<file path="config.mk">
export PLATFORM = sky130hd
export DESIGN_NAME = flash_busctl
export DESIGN_NICKNAME = d
export VERILOG_FILES = /design/src/rtl/flash_busctl.sv
export SDC_FILE = /design/constraint.sdc
export NUM_CORES = 1
export LEC_CHECK = 0
export BUFFER_PORTS_ARGS = -buffer_cell sky130_fd_sc_hd__buf_2
export CAP_MARGIN = 20
export CORE_UTILIZATION = 55
export DETAILED_ROUTE_END_ITERATION = 7
export PLACE_DENSITY_LB_ADDON = 0.08
export SYNTH_ARGS = -nofsm -noshare
export SYNTH_HDL_FRONTEND = slang
export SYNTH_SLANG_ARGS = --single-unit
</file>
<file path="constraint.sdc">
create_clock -name clk -period 2 [get_ports clk]
set_input_delay 0.1 -clock clk [delete_from_list [all_inputs] [get_ports clk]]
set_output_delay 0.1 -clock clk [all_outputs]
set_load 0.02 [all_outputs]
</file>
<file path="src/rtl/flash_busctl.sv">
module flash_busctl #(
  parameter int T_LOW     = 16,
  parameter int T_WAKE    = 32,
  parameter int T_REC     = 48,
  parameter int OP_CYCLES = 64
) (
  input  logic       clk,
  input  logic       rst_n,
  input  logic       ce_n,
  input  logic       oe_n,
  input  logic       we_n,
  input  logic       rp_n,
  input  logic [7:0] dq_in,
  input  logic       vpp_ok,
  output logic       dq_oe,
  output logic [1:0] rd_sel,
  output logic [7:0] status_q,
  output logic       ry_by
);
  localparam int REC_MAX = (T_WAKE > T_REC) ? T_WAKE : T_REC;
  localparam int LW = $clog2(T_LOW + 1);
  localparam int RW = $clog2(REC_MAX + 1);
  localparam int BW = $clog2(OP_CYCLES + 1);
  localparam logic [1:0] M_ARRAY = 2'd0, M_IDENT = 2'd1, M_STAT = 2'd2;
  localparam logic [1:0] P_NONE = 2'd0, P_ERASE = 2'd1, P_PROG = 2'd2, P_LOCK = 2'd3;

  logic          we_q, pd_q, busy_q, abort_hold, err_vpp, err_seq;
  logic [1:0]    mode_q, pend_q;
  logic [LW-1:0] low_cnt;
  logic [RW-1:0] rec_cnt;
  logic [BW-1:0] busy_cnt;
  logic          awake, wr_ok, wr_stb, pd_enter, go;

  assign awake    = rec_cnt >= RW'(T_WAKE);
  assign wr_ok    = rec_cnt >= RW'(T_REC);
  assign wr_stb   = we_n & ~we_q & ~ce_n & rp_n & ~pd_q & wr_ok & ~busy_q;
  assign pd_enter = ~rp_n & (low_cnt == LW'(T_LOW - 1));

  always_comb begin
    case (pend_q)
      P_PROG:  go = 1'b1;
      P_ERASE: go = (dq_in == 8'hD0);
      P_LOCK:  go = (dq_in == 8'hD0) || (dq_in == 8'h01);
      default: go = 1'b0;
    endcase
  end

  assign dq_oe    = ~ce_n & ~oe_n & we_n & rp_n & ~pd_q & awake;
  assign rd_sel   = busy_q ? M_STAT : mode_q;
  assign status_q = {~busy_q, 2'b00, err_seq, err_vpp, 3'b000};
  assign ry_by    = ~busy_q & ~abort_hold;

  always_ff @(posedge clk or negedge rst_n) begin
    if (!rst_n) begin
      we_q       <= 1'b1;
      pd_q       <= 1'b0;
      busy_q     <= 1'b0;
      abort_hold <= 1'b0;
      err_vpp    <= 1'b0;
      err_seq    <= 1'b0;
      mode_q     <= M_ARRAY;
      pend_q     <= P_NONE;
      low_cnt    <= '0;
      rec_cnt    <= RW'(REC_MAX);
      busy_cnt   <= '0;
    end else begin
      we_q <= we_n;
      if (rp_n) low_cnt <= '0;
      else if (low_cnt != LW'(T_LOW)) low_cnt <= low_cnt + 1'b1;
      if (pd_q) rec_cnt <= '0;
      else if (rec_cnt != RW'(REC_MAX)) rec_cnt <= rec_cnt + 1'b1;
      if (pd_q && rp_n) pd_q <= 1'b0;
      if (abort_hold && awake && !pd_q) abort_hold <= 1'b0;
      if (busy_q) begin
        if (busy_cnt == BW'(OP_CYCLES - 1)) busy_q <= 1'b0;
        else busy_cnt <= busy_cnt + 1'b1;
      end
      if (wr_stb) begin
        if (pend_q != P_NONE) begin
          pend_q <= P_NONE;
          mode_q <= M_STAT;
          if (!go) err_seq <= 1'b1;
          else if (!vpp_ok) err_vpp <= 1'b1;
          else begin
            busy_q   <= 1'b1;
            busy_cnt <= '0;
          end
        end else begin
          case (dq_in)
            8'hFF: mode_q <= M_ARRAY;
            8'h90: mode_q <= M_IDENT;
            8'h70: mode_q <= M_STAT;
            8'h50: begin err_seq <= 1'b0; err_vpp <= 1'b0; end
            8'h20: begin pend_q <= P_ERASE; mode_q <= M_STAT; end
            8'h40: begin pend_q <= P_PROG;  mode_q <= M_STAT; end
            8'h60: begin pend_q <= P_LOCK;  mode_q <= M_STAT; end
            default: ;
          endcase
        end
      end
      if (pd_enter) begin
        pd_q       <= 1'b1;
        rec_cnt    <= '0;
        mode_q     <= M_ARRAY;
        pend_q     <= P_NONE;
        busy_q     <= 1'b0;
        err_seq    <= 1'b0;
        err_vpp    <= 1'b0;
        abort_hold <= busy_q;
      end
    end
  end

  assert_pd_state_R5: assert property (@(posedge clk) disable iff (!rst_n)
    pd_enter |=> (rd_sel == M_ARRAY && status_q == 8'h80));
  assert_wake_gap_R7: assert property (@(posedge clk) disable iff (!rst_n)
    pd_q |=> !dq_oe);
  assert_abort_hold_R8: assert property (@(posedge clk) disable iff (!rst_n)
    (pd_enter && busy_q) |=> (!ry_by && pd_q));
  assert_rec_block_R9: assert property (@(posedge clk) disable iff (!rst_n)
    (!wr_ok && rp_n) |=> ($stable(mode_q) && $stable(pend_q)));
  assert_busy_bound_R10: assert property (@(posedge clk) disable iff (!rst_n)
    busy_q |-> (busy_cnt < BW'(OP_CYCLES)));
  assert_op_start_R10: assert property (@(posedge clk) disable iff (!rst_n)
    (wr_stb && pend_q != P_NONE && go && vpp_ok) |=> (!ry_by && !status_q[7]));
endmodule

</file>
==> impl_metrics.json <==
{
  "hold_viol": 0,
  "finClkSkew_ps": 5.387,
  "slew_violations": 0,
  "rsz0062_at_grt": "no",
  "ys_seq_elements": 28,
  "root_buffer": "clkbuf_4",
  "irDropWorstVdd_v": 0.0008481,
  "grt_pass1_wl_um": 5078,
  "use_met1_pct": 24.52,
  "synthArstFlopShare_pct": 100.0,
  "cts_resized": 0,
  "fmax_ghz": 0.5439,
  "p_leak_nw": 0.8287,
  "ys_warn_count": 0,
  "cts.sinks": 28,
  "yosysUniqueCellTypes": 50,
  "post-route-drc-count": 8,
  "max_slew_margin_pct": 58.16,
  "synth_top_cell_area_share_pct": 37.48,
  "violations": "DRC",
  "vias": 1291,
  "crit_buf_inv": 0,
  "cp.required_ps": 2280,
  "total_power_mw": 1.830,
  "grt_max_degree": 29,
  "crit_family": "simple AND/OR/NAND/NOR gates",
  "die_y_um": 57.09,
  "setup_tns_ps": 0,
  "floorplan.die_area_um2": 3259,
  "insertedDiodeCount": 0,
  "synthFlopType": "dfrtp_1",
  "setup_violations": 0,
  "drt_first_iter_violations": 48,
  "pin_count": 27,
  "dp_hpwl_um": 2258,
  "totalWireLength_um": 3025,
  "htreeDepth": 1,
  "startpoint_type": "register",
  "cts_tree": "done",
  "rows": 19,
  "crit_start": "low_cnt[1]",
  "wl_per_cell_um": 13.57,
  "critPathSlowestCell": "or4_1",
  "finalNetCount": 214,
  "worst_path_most_repeated_cell": "ha_1",
  "worstPathArrival_ps": 2120,
  "final_common_cell": "dfrtp_1",
  "place.gp.congestion": 0.7927,
  "layout_setup_ws_ps": 161.5,
  "outcome": "finished with violations",
  "hp-start": "rp_n",
  "power_density_nw_per_um2": 995.5,
  "dieWidth_um": 57.09,
  "path_class": "register to register",
  "clock_latency_ps": 330,
  "slowest_delay_ps": 480,
  "yosysTopAreaCell": "dfrtp_1",
  "track_usage_pct": 20.25,
  "worstPathMaxFanout": 6,
  "timing.final.crit_share_pct": 91.92,
  "cap_viol_max_count": 0,
  "use_met3_pct": 2.948,
  "met2_usage_pct": 35.97,
  "viasPerCell": 5.789,
  "hp-class": "primary input to register",
  "netlist_area_um2": 1669,
  "syn_area_per_cell_um2": 9.935,
  "ys_top_cells_by_area": "dfrtp_1, dfstp_2, ha_1",
  "path_cells": "ha_1 -> and3_1 -> ha_1 -> and2b_1 -> or4_1 -> nand3_1",
  "r2r_start": "low_cnt[1]",
  "drt_pass1_iterations": 7,
  "path_clk_slew_ps": 150,
  "cp-end-kind": "register",
  "final_cell_mix": "dfrtp_1, buf_2, nor2_1",
  "drive_gt1_share_pct": 21.35,
  "tightest_slew_ps": 627.6,
  "grt_pass1_vias": 1188,
  "area_growth_pct": 10.12,
  "rrSetupSlack_ps": 160,
  "numCtsBuffers": 3,
  "initial_core_util_pct": 59.50,
  "antenna_found_initial": 0,
  "grt-ovfl-total": 0,
  "period_minus_slack_ps": 1838,
  "synth_edf_count": 0,
  "clk_path_buf_depth": 2,
  "grt-busiest-layer": "met2",
  "place_ws_ps": 182.5,
  "coreArea_um2": 2805,
  "yosysSeqAreaShare_pct": 42.20,
  "drtAntennaViolNets": 0,
  "synthCells": 168,
  "port_buffers": 21
}
sequential cells by signal, summed over array words and instances, names as in the netlist:
register / cells
pend_q: 2
we_q: 1
abort_hold: 1
rec_cnt: 6
pd_q: 1
err_seq: 1
mode_q: 2
low_cnt: 5
err_vpp: 1
busy_cnt: 7
busy_q: 1
cells in the mapped netlist (all sizes together), types with 2 or more instances:
| library cell | instances |
|---|---|
| dfrtp | 25 |
| nor2 | 20 |
| nand2 | 9 |
| nand3 | 9 |
| buf | 8 |
| inv | 8 |
| a21oi | 6 |
| ha | 6 |
| o21ai | 6 |
| xor2 | 6 |
| nand4 | 5 |
| nor3 | 5 |
| xnor2 | 5 |
| nand2b | 4 |
| nor4b | 4 |
| dfstp | 3 |
| mux2i | 3 |
| nor2b | 3 |
| and2b | 2 |
| and3 | 2 |
| and4 | 2 |
| o211ai | 2 |
| or2 | 2 |
| or3 | 2 |
through the flow:
step	cells	utilization [%]	area (um^2)	hold slack, ps
after global routing	223	65.52	1838	38.23
after detailed placement	217	62.93	1765	157.6
after CTS	223	65.52	1838	19.97
final	223	65.52	1838	28.21
after floorplan	172	-	1684	-195.6
after global placement	217	62.93	1765	154.2
per-layer routing:
layer | wire (um) | vias to the layer above
li1 | - | 632
met4 | 50 | 0
met1 | 1396 | 620
met5 | 0 | -
met3 | 136 | 5
met2 | 1442 | 34
logic make-up after synthesis:
kind of cell             Yosys count  synth area share, %
flip-flops                        28                42.20
buffers and inverters             17                6.447
adder cells (fa/ha/maj)            6                4.498
other                              1               0.2247
AND/OR/NAND/NOR                   77                27.66
multiplexers                       3                1.799
AO/OA/AOI/OAI                     25                11.40
XOR/XNOR                          11                5.772
report_power, final:
group          total, mW  internal [mW]  switching [mW]
Combinational      0.591          0.273           0.318
Clock              0.376          0.203           0.173
Sequential         0.862          0.726           0.136
repair_timing:
action / 4_1_cts / 5_1_grt
setup buffers: 0 / 0
hold buffers: 2 / 0
endpoints found under the hold margin: 26 / 0
path summary, 6_finish.rpt:
check / cells after the start / endpoint
setup / recovery: 6 / mode_q[0]
hold / removal: 2 / low_cnt[0]
setup reg to reg: 6 / mode_q[0]
hold reg to reg: 2 / abort_hold
max in group asynchronous: 2 / pd_q
min in group asynchronous: 2 / pend_q[0]
layout make-up:
class / count / area (um^2)
Clock buffer: 3 / 22.52
Clock inverter: 1 / 30.03
Fill cell: 231 / 967.2
Inverter: 8 / 30.03
Multi-Input combinational cell: 127 / 872.1
Sequential cell: 28 / 704.4
Tap cell: 31 / 38.79
Timing Repair Buffer: 25 / 140.1
No activity file was read; power rests on OpenSTA's default activity.
